**config.mk**
```make
export PLATFORM = sky130hd
export DESIGN_NAME = sqwave_timer
export DESIGN_NICKNAME = d
export VERILOG_FILES = /design/src/rtl/sqw_pkg.sv /design/src/rtl/sqw_trig.sv /design/src/rtl/sqw_step.sv /design/src/rtl/sqwave_timer.sv
export SDC_FILE = /design/constraint.sdc
export NUM_CORES = 1
export LEC_CHECK = 0
export BUFFER_PORTS_ARGS = -buffer_cell sky130_fd_sc_hd__buf_4
export CORE_MARGIN = 3
export CORE_UTILIZATION = 61
export DETAILED_ROUTE_END_ITERATION = 6
export GPL_TIMING_DRIVEN = 0
export PLACE_DENSITY = 0.83
export SYNTH_ARGS = -nofsm -noshare
export SYNTH_HDL_FRONTEND = slang
export SYNTH_SLANG_ARGS = --single-unit
```
**constraint.sdc**
```tcl
create_clock -name clk_i -period 6.3 [get_ports clk_i]
set_input_delay 0.63 -clock clk_i [delete_from_list [all_inputs] [get_ports clk_i]]
set_output_delay 0.63 -clock clk_i [all_outputs]
set_load 0.02 [all_outputs]
```
**src/rtl/sqw_pkg.sv**
```systemverilog
package sqw_pkg;
  typedef logic [1:0] step_t;

  // first step after loading an odd value: 1 in the high half, 3 in the low half
  function automatic step_t pick_step(input logic odd, input logic hi);
    if (!odd) return 2'd2;
    return hi ? 2'd1 : 2'd3;
  endfunction
endpackage

```
**src/rtl/sqw_trig.sv**
```systemverilog
module sqw_trig (
  input  logic clk_i,
  input  logic rst_ni,
  input  logic gate_i,
  input  logic consume_i,
  output logic trig_o
);
  logic gate_q, trig_q;

  always_ff @(posedge clk_i or negedge rst_ni) begin
    if (!rst_ni) begin
      gate_q <= 1'b1;
      trig_q <= 1'b0;
    end else begin
      gate_q <= gate_i;
      if (gate_i && !gate_q)          trig_q <= 1'b1;
      else if (!gate_i || consume_i)  trig_q <= 1'b0;
    end
  end

  assign trig_o = trig_q;
endmodule

```
**src/rtl/sqw_step.sv**
```systemverilog
module sqw_step import sqw_pkg::*; #(
  parameter int CW = 16
) (
  input  logic [CW-1:0] ce_i,
  input  step_t         step_i,
  input  logic          bcd_i,
  output logic [CW-1:0] nxt_o,
  output logic          zero_o
);
  localparam int ND = CW / 4;

  logic [1:0]    brw [ND];
  logic [CW-1:0] bcd_nxt, bin_nxt;

  assign brw[0] = step_i;

  // ripple borrow through the decimal digits
  for (genvar g = 0; g < ND; g++) begin : g_dig
    logic [4:0] diff;
    assign diff = {1'b0, ce_i[4*g +: 4]} - {3'b000, brw[g]};
    assign bcd_nxt[4*g +: 4] = diff[4] ? diff[3:0] + 4'd10 : diff[3:0];
    if (g < ND - 1) begin : g_chain
      assign brw[g+1] = {1'b0, diff[4]};
    end
  end

  assign bin_nxt = ce_i - CW'(step_i);
  assign nxt_o   = bcd_i ? bcd_nxt : bin_nxt;
  assign zero_o  = (nxt_o == '0);
endmodule

```
**src/rtl/sqwave_timer.sv**
```systemverilog
module sqwave_timer import sqw_pkg::*; #(
  parameter int CW = 16
) (
  input  logic          clk_i,
  input  logic          rst_ni,
  input  logic          tick_i,
  input  logic          gate_i,
  input  logic          load_i,
  input  logic [CW-1:0] count_i,
  input  logic          bcd_i,
  output logic          out_o,
  output logic [CW-1:0] count_o
);
  logic [CW-1:0] cr_q, ce_q, nxt;
  logic          have_q, running, out_q, trig, zero;
  step_t         step;

  sqw_trig i_trig (
    .clk_i     (clk_i),
    .rst_ni    (rst_ni),
    .gate_i    (gate_i),
    .consume_i (tick_i),
    .trig_o    (trig)
  );

  assign step = pick_step(ce_q[0], out_q);

  sqw_step #(.CW(CW)) i_step (
    .ce_i   (ce_q),
    .step_i (step),
    .bcd_i  (bcd_i),
    .nxt_o  (nxt),
    .zero_o (zero)
  );

  always_ff @(posedge clk_i or negedge rst_ni) begin
    if (!rst_ni) begin
      cr_q   <= '0;
      have_q <= 1'b0;
    end else if (load_i) begin
      cr_q   <= count_i;
      have_q <= 1'b1;
    end
  end

  always_ff @(posedge clk_i or negedge rst_ni) begin
    if (!rst_ni) begin
      ce_q    <= '0;
      running <= 1'b0;
    end else if (tick_i) begin
      if (!running) begin
        if (have_q) begin
          ce_q    <= cr_q;
          running <= 1'b1;
        end
      end else if (gate_i) begin
        ce_q <= (trig || zero) ? cr_q : nxt;
      end
    end
  end

  always_ff @(posedge clk_i or negedge rst_ni) begin
    if (!rst_ni)                       out_q <= 1'b1;
    else if (!gate_i)                  out_q <= 1'b1;
    else if (tick_i && running) begin
      if (trig)                        out_q <= 1'b1;
      else if (zero)                   out_q <= ~out_q;
    end
  end

  assign out_o   = out_q;
  assign count_o = ce_q;
endmodule

```
* Yosys cells after proc, flatten, opt, wreduce, memory -nomap -nowiden *
Cells that the tools add are included.

storage, ports and cells
  memories kept = 0
  ROM bits = 0
  output and inout bits = 17
  RAM bits = 0
  flip-flop bits (word level) = 37
  bits in latches = 0
  input bits = 22
  word-level logic and storage cells = 50

operators by class
  $lt $le $gt $ge = 0
  $add $sub $neg = 9
  shifts and indexed selects = 0
  muxes and demuxes = 19
  bitwise operators = 1
  reduce and logical (&&, ||, !) cells = 11
  multiply operators = 0
  eq/ne operators = 3
  div/mod/pow operators = 0

operators with widths
  kind                 number
  $mux 16              5
  $add 4x4->4 const B  4
  $logic_not 16->1     1
  $mux 4               4
  $sub 16x2->16        1
  $sub 4x1->5          3
  $mux 1               8
  $sub 4x2->5          1
  $mux 2               2
  $reduce_bool 2->1    2
  $ne 3x1->1 const B   1
  $reduce_and 3->1     1
  $logic_and 1x1->1    2
  $logic_not 1->1      2
  $logic_or 1x1->1     2
  $ne 2x1->1 const B   1
  $ne 2x2->1 const B   1
  $reduce_and 2->1     1
  $not 1->1            1

* Longest topological paths before layout *
Gate-level depths: netlist (run 1).

  depth in word-level cells = 14
  gate-level depth with buffers = 21

* By module *
A second synthesis (run 1) with hierarchy kept.

unflattened totals
  cell total of the unflattened synthesis = 249
  area, all modules = 2615.0 sq um

by module, submodules not included
  module        area each (sq um)  instances  sequential area each (sq um)  cells an instance
  sqwave_timer  1546.5             1          877.1                         100
  sqw_step      1003.5             1          0.0                           145
  sqw_trig      65.1               1          51.3                          4

* Worst setup path before layout (run 1) *
No wires, ideal clock.

  kind = register to register
  start = register ce_q[0] (netlist: count_o[0])
  end = register ce_q[10] (netlist: count_o[10])
  clock period less this slack = 4.373 ns
  cell stages (with the launch flop) = 22
  arrival time = 4.307 ns
  setup slack = 1.927 ns
  cell sequence = dfrtp_1 > nand2_1 > ha_1 > or3b_4 > inv_2 > ha_1 > ha_1 > nor3b_2 > ha_1 > ha_1 > and2_1 > ha_1 > nand2b_1 > xnor2_1 > ha_1 > o21bai_1 > a21oi_1 > a31oi_1 > nand4_1 > o31ai_4 > buf_6 > a31o_1

on the way
  cells in the longest elaborated chain, start to end = 13
  elaborated cells on any way between the ends = 20
  those cells by class = add/sub: 9; mux: 9; reduce/logical: 2

ends and longest elaborated chain
  element                    RTL line            RTL
  start, declared            sqwave_timer.sv:14  logic [CW-1:0] cr_q, ce_q, nxt;
  start signal, assigned     sqwave_timer.sv:53  ce_q <= cr_q;
  start signal, assigned     sqwave_timer.sv:57  ce_q <= (trig || zero) ? cr_q : nxt;
  $mux 2                     sqw_pkg.sv:7        return hi ? 2'd1 : 2'd3;
  $sub 4x2->5                sqw_step.sv:20      assign diff = {1'b0, ce_i[4*g +: 4]} - {3'b000, brw[g]};
  $sub 4x1->5 (3 in series)  sqw_step.sv:20
  $add 4x4->4                sqw_step.sv:21      assign bcd_nxt[4*g +: 4] = diff[4] ? diff[3:0] + 4'd10 : diff[3:0];
  $mux 4                     sqw_step.sv:21
  $mux 16 *                  sqw_step.sv:28      assign nxt_o = bcd_i ? bcd_nxt : bin_nxt;
  $logic_not 16->1           sqw_step.sv:29      assign zero_o = (nxt_o == '0);
  $logic_or 1x1->1           sqwave_timer.sv:57
  $mux 16 *                  sqwave_timer.sv:57
  $mux 16 *                  sqwave_timer.sv:56  end else if (gate_i) begin
  $mux 16 *                  sqwave_timer.sv:51  if (!running) begin

Mark *: on every way between the ends. The rest lies on a longest branch, timed or not. The select of a mux whose other input is x is not followed.
A chain may end at the register's enable or synchronous reset.

* Final worst setup path (run 1) *
  start = register out_q (netlist: out_o)
  end = register ce_q[7] (netlist: count_o[7])

on the way
  cells in the longest elaborated chain, start to end = 14
  elaborated cells on any way between the ends = 21
  those cells by class = add/sub: 9; mux: 10; reduce/logical: 2

ends and longest elaborated chain
  element                    RTL line            RTL
  start, declared            sqwave_timer.sv:15  logic have_q, running, out_q, trig, zero;
  start signal, assigned     sqwave_timer.sv:67  else if (zero) out_q <= ~out_q;
  $mux 2 * (2 in series)     sqw_pkg.sv:7
  $sub 4x2->5                sqw_step.sv:20
  $sub 4x1->5 (3 in series)  sqw_step.sv:20
  $add 4x4->4                sqw_step.sv:21
  $mux 4                     sqw_step.sv:21
  $mux 16 *                  sqw_step.sv:28
  $logic_not 16->1           sqw_step.sv:29
  $logic_or 1x1->1           sqwave_timer.sv:57
  $mux 16 *                  sqwave_timer.sv:57
  $mux 16 *                  sqwave_timer.sv:56
  $mux 16 *                  sqwave_timer.sv:51

Marked as above.

==> impl_metrics.json, run 1 <==
{
  "h-tree-depth": 2,
  "dr.pass1.iters": 4,
  "end_kind": "flip-flop",
  "die_width_um": 69.4,
  "synthFlopType": "dfrtp_1",
  "outcome": "finished clean",
  "ant_nets": 0,
  "startpoint": "out_o",
  "route.detailed.drc": 0,
  "final-setup-viol-count": 0,
  "synth.most_common_cell": "dfrtp_1",
  "max_clock_freq_mhz": 205,
  "critical_path_class": "reg2reg",
  "multi_input_area_um2": 1400,
  "async_flop_share": 1.00,
  "cts_tree": "done",
  "postLayoutCoreUtil": 0.767,
  "power.leakage_uw": 0.00128,
  "worstRegToRegCells": 21,
  "io_pins": 39,
  "cts_hold_buf": 0,
  "post-synth-top-area-cell": "dfrtp_1",
  "min_period_ns": 4.88,
  "arrival_ns": 5.10,
  "routed_wl_mm": 5.55,
  "place_inst": 333,
  "powerDensity_nw_per_um2": 394,
  "hold_path_class": "in2async",
  "diodes": 0,
  "die_area_um2": 4820,
  "synth_cell_types": 55,
  "synth-simple-area-share": 0.167,
  "grt_pass1_wl_mm": 9.14,
  "synth_area_um2": 2450,
  "gp_congestion": 0.878,
  "synthMuxAreaShare": 0.0948,
  "synth-edff-count": 0,
  "clk_pin_slew_worst_paths_ns": 0.07,
  "total_power_uw": 1140,
  "synth_common_cells": "dfrtp_1 (35), mux2_2 (18), nand2_1 (18), a31o_1 (16), inv_1 (15)",
  "synth_area_per_cell_um2": 9.89,
  "layout.nets": 326,
  "drt-initial-drc-count": 138,
  "finalCritPeriodShare": 0.775,
  "syn_nets": 282,
  "post-place-ws_ns": 1.43,
  "drt-vias-per-instance": 5.98,
  "yosysWarnings": 0,
  "clk_latency_ns": 0.28,
  "post_cts_buffers": 0,
  "synth_top_area_share": 0.357,
  "worstPathRequired_ns": 6.52,
  "drv_cap": 0,
  "r2r_start": "out_o",
  "synth_top_family_by_area": "compound AO/OA/AOI/OAI gates",
  "grt_usage": 0.234,
  "worstMarginPinSlew_ns": 0.540,
  "grt_setup_unrepaired": "false",
  "slew_violations": 0,
  "ys_seq_area_frac": 0.378,
  "fin_ws_ns": 1.42,
  "finalHoldViolations": 0,
  "start_kind": "flip-flop",
  "ir_drop_v": 0.000289,
  "synth_adder_area_share": 0.0612,
  "vias": 2039,
  "nFillCells": 266,
  "synth_seq_cells": 37,
  "die_y_um": 69.4,
  "core_um2": 3770,
  "critPathMaxFanout": 10,
  "maxSlewHeadroom": 0.640,
  "grt_pass1_vias": 1948,
  "finClkSkew_ns": 0.00478,
  "avgRoutedWirePerCell_um": 16.3,
  "rrSetupSlack_ns": 1.42,
  "cts_root_buf": "clkbuf_8",
  "synth_xor_area_frac": 0.0535,
  "initial_utilization": 0.651,
  "cts_sinks": 37,
  "dp_hpwl_mm": 4.31,
  "synth_compound_area_frac": 0.195,
  "antenna_found_initial": 0,
  "clockBufferDepth": 2,
  "numCtsBuffers": 5,
  "fin_cells": 341,
  "rr_endpoint": "count_o[7]",
  "register_area_um2": 928,
  "fin_tns_setup_ns": 0,
  "post_cts_resized": 0,
  "rows": 22,
  "synth_area_leaders": "dfrtp_1 (36%), mux2_2 (8.3%), ha_1 (6.1%), a31o_1 (5.7%), xnor2_1 (3.6%)",
  "syn_to_final_growth_pct": 17.9,
  "grt_max_degree": 38,
  "port_buffers": 37,
  "overflow": 0,
  "synthCells": 248,
  "drive_gt1_frac": 0.273
}
==> state kept, by name, indices dropped and copies added (netlist names) <==
register,flops
count_o,16
cr_q,16
running,1
out_o,1
i_trig.gate_q,1
have_q,1
i_trig.trig_o,1
==> layout make-up <==
type	count	area share
Timing Repair Buffer	37	0.0960
Sequential cell	37	0.321
Multi-Input combinational cell	183	0.485
Clock inverter	1	0.00173
Buffer	12	0.0216
Clock buffer	7	0.0333
Tap cell	48	0.0208
Inverter	16	0.0208
==> worst max path at each step <==
stage                              to  slack (ns)  cells past startpoint
final                      count_o[7]        1.42                     21
after global routing       count_o[6]        1.03                     21
after CTS                  count_o[7]        1.41                     21
after detailed placement   count_o[6]        1.43                     21
after global placement    count_o[13]        1.54                     21
after floorplan           count_o[10]        1.93                     21
==> cell families (layout without fill, tap and decap cells) <==
| logic type | after synthesis | in the layout |
|---|---|---|
| AO/OA/AOI/OAI | 63 | 63 |
| XOR/XNOR | 15 | 15 |
| adder cells (fa/ha/maj) | 12 | 12 |
| buffers and inverters | 28 | 73 |
| flip-flops | 37 | 37 |
| multiplexers | 21 | 21 |
| AND/OR/NAND/NOR | 72 | 72 |
==> worst max-delay path: stages (launching register included) <==
cell and delay (ns):
dfstp_2 0.40, nand2_1 0.10, ha_1 0.27, or3b_4 0.45
inv_2 0.10, ha_1 0.19, ha_1 0.24, nor3b_2 0.25
ha_1 0.22, ha_1 0.23, and2_1 0.21, ha_1 0.21
nand2b_1 0.08, xnor2_1 0.12, ha_1 0.29, o21bai_1 0.12
a21oi_1 0.08, a31oi_1 0.21, nand4_1 0.25, o31ai_4 0.45
buf_6 0.20, a31o_1 0.15
==> placed cells by master (no fill, tap or decap), types with 3 or more instances in the layout <==
cell type,netlist,layout
a211oi_1,4,4
xnor2_1,10,10
nand2_1,18,18
clkbuf_8,0,7
mux2_2,18,18
inv_1,15,15
o21ai_0,11,11
a31o_1,16,16
and2_1,3,3
nor3_1,6,6
nand2b_1,9,9
nand4_1,5,5
ha_1,12,12
o22ai_1,6,6
buf_4,0,37
xor2_1,5,5
mux2i_1,3,3
nor2_1,8,8
clkbuf_1,6,6
nor4_1,5,5
a21oi_1,6,6
dfrtp_1,35,35
==> metal layers <==
metal  up-vias  global-route usage  routed length, um
met5         -                   0                  0
met4         0              0.0607                 40
met3         4              0.0348                278
met2        60               0.378               2630
met1       973               0.328               2600
li1       1002                   -                  -
==> metrics by stage <==
step,hold WS [ns],instance area (um2)
after floorplan,0.334,2450
after global placement,0.478,2790
after detailed placement,0.496,2790
after CTS,0.299,2890
after global routing,0.311,2890
final,0.288,2890
==> power breakdown <==
group | total, uW | switching (uW) | leakage (uW) | internal [uW]
Clock | 176 | 77.6 | 0.0000542 | 98.8
Combinational | 616 | 346 | 0.000784 | 271
Sequential | 347 | 61.7 | 0.000441 | 285
Total | 1140 | 485 | 0.00128 | 655
(Power assumes the default switching activity.)
==> run 2: changes to the inputs <==
--- a/config.mk
+++ b/config.mk
@@ -7,10 +7,10 @@
 export LEC_CHECK = 0
 export BUFFER_PORTS_ARGS = -buffer_cell sky130_fd_sc_hd__buf_4
 export CORE_MARGIN = 3
-export CORE_UTILIZATION = 61
+export CORE_UTILIZATION = 57
 export DETAILED_ROUTE_END_ITERATION = 6
 export GPL_TIMING_DRIVEN = 0
-export PLACE_DENSITY = 0.83
+export PLACE_DENSITY = 0.78
 export SYNTH_ARGS = -nofsm -noshare
 export SYNTH_HDL_FRONTEND = slang
 export SYNTH_SLANG_ARGS = --single-unit
==> constraint.sdc (replaced) <==
create_clock -name clk_i -period 4.8 [get_ports clk_i]
set_input_delay 0.48 -clock clk_i [delete_from_list [all_inputs] [get_ports clk_i]]
set_output_delay 0.48 -clock clk_i [all_outputs]
set_load 0.02 [all_outputs]
==> impl_metrics.json, run 2 (synthesis results as in run 1) <==
{
  "critical_path_class": "reg2reg",
  "initial_utilization": 0.600,
  "critPathMaxFanout": 5,
  "worstMarginPinSlew_ns": 0.528,
  "io_pins": 39,
  "grt_pass1_wl_mm": 9.27,
  "dr.pass1.iters": 4,
  "drt-vias-per-instance": 5.99,
  "design_area_um2": 2930,
  "finalHoldViolations": 0,
  "hold_path_class": "in2async",
  "cts_tree": "done",
  "finalCritPeriodShare": 0.938,
  "postLayoutCoreUtil": 0.717,
  "worstPathRequired_ns": 5.02,
  "start_kind": "flip-flop",
  "cts_sinks": 37,
  "fin_tns_setup_ns": 0,
  "avgRoutedWirePerCell_um": 16.3,
  "end_kind": "flip-flop",
  "nFillCells": 326,
  "drt-initial-drc-count": 162,
  "drv_cap": 0,
  "core_um2": 4090,
  "outcome": "finished clean",
  "layout_commonest_cell": "buf_4",
  "clk_latency_ns": 0.28,
  "grt_max_degree": 38,
  "h-tree-depth": 2,
  "antenna_found_initial": 0,
  "overflow": 0,
  "layout_common_cells": "buf_4 (37), dfrtp_1 (35), nand2_1 (18), mux2_2 (18), a31o_1 (16)",
  "multi_input_area_um2": 1430,
  "final-setup-viol-count": 0,
  "clk_pin_slew_worst_paths_ns": 0.07,
  "maxSlewHeadroom": 0.645,
  "vias": 2066,
  "powerDensity_nw_per_um2": 511,
  "ir_drop_v": 0.000345,
  "placed_area_um2": 2790,
  "grt_usage": 0.230,
  "diodes": 0,
  "numCtsBuffers": 5,
  "max_clock_freq_mhz": 222,
  "die_area_um2": 5130,
  "clockBufferDepth": 2,
  "syn_to_final_growth_pct": 19.4,
  "register_area_um2": 928,
  "slew_violations": 0,
  "drive_gt1_frac": 0.295,
  "die_width_um": 71.6,
  "dp_hpwl_mm": 4.26,
  "port_buffers": 37,
  "arrival_ns": 4.72,
  "route.detailed.drc": 0,
  "routed_wl_mm": 5.63,
  "finClkSkew_ns": 0.00420,
  "rows": 23,
  "grt_pass1_vias": 1961,
  "min_period_ns": 4.50,
  "die_y_um": 71.6,
  "ant_nets": 0,
  "cts_root_buf": "clkbuf_8",
  "gp_congestion": 0.883,
  "layout.nets": 328,
  "power.leakage_uw": 0.00128
}
-- run 2: metrics by stage --
step | hold slack (ns) | total power, uW | instances | worst slack, ns
final | 0.139 | 1500 | 345 | 0.298
after global routing | 0.160 | 1610 | 345 | -0.0105
after CTS | 0.152 | 1460 | 343 | 0.0139
after detailed placement | 0.459 | 1250 | 335 | 0.0234
after global placement | 0.461 | 1240 | 335 | 0.0136
after floorplan | 0.184 | 1020 | 248 | 0.427
-- run 2: power by group --
part	internal (uW)	switching [uW]
registers	374	83.0
logic	374	465
clock network	100	99.7
-- run 2: repair_timing --
item / in CTS / in global routing
gates resized for setup: 0 / 11
hold buffers: 0 / 0
endpoints found under the setup margin: 0 / 17
buffers inserted: 0 / 1
-- run 2: final timing paths --
kind	endpoint	from	slack (ns)	cells past startpoint
worst max register to register	count_o[0]	out_o	0.30	21
worst min-delay path	count_o[14]	rst_ni	0.14	1
worst max-delay path	count_o[0]	out_o	0.30	21
worst min register to register	have_q	have_q	0.51	1
max in group asynchronous	out_o	rst_ni	4.31	1
min in group clk_i	i_trig.gate_q	gate_i	0.32	1
-- run 2: layout make-up --
type                            count  area share
Clock inverter                      2     0.00342
Buffer                             12      0.0213
Multi-Input combinational cell    183       0.489
Timing Repair Buffer               39       0.102
Sequential cell                    37       0.317
Tap cell                           50      0.0213
Clock buffer                        6      0.0248
Inverter                           16      0.0205
-- run 2: critical path: stages, from the launching register on --
cell      delay, ns
dfstp_2        0.40
nand2_1        0.10
ha_2           0.23
or3b_4         0.43
inv_2          0.10
ha_2           0.21
ha_4           0.16
nor3b_4        0.21
ha_2           0.22
ha_2           0.21
and2_4         0.16
ha_1           0.18
nand2b_1       0.08
xnor2_1        0.13
ha_1           0.29
o21bai_1       0.12
a21oi_1        0.07
a31oi_1        0.21
nand4_1        0.25
o31ai_4        0.37
buf_6          0.17
a31o_1         0.14
-- run 2: metal layers --
metal / vias to the layer above / wire [um] / track usage / share of wire
li1: 1010 / - / - / -
met1: 981 / 2610 / 0.317 / 0.46
met2: 62 / 2630 / 0.367 / 0.47
met3: 13 / 281 / 0.0393 / 0.050
met4: 0 / 106 / 0.0793 / 0.019
met5: - / 0 / 0 / 0
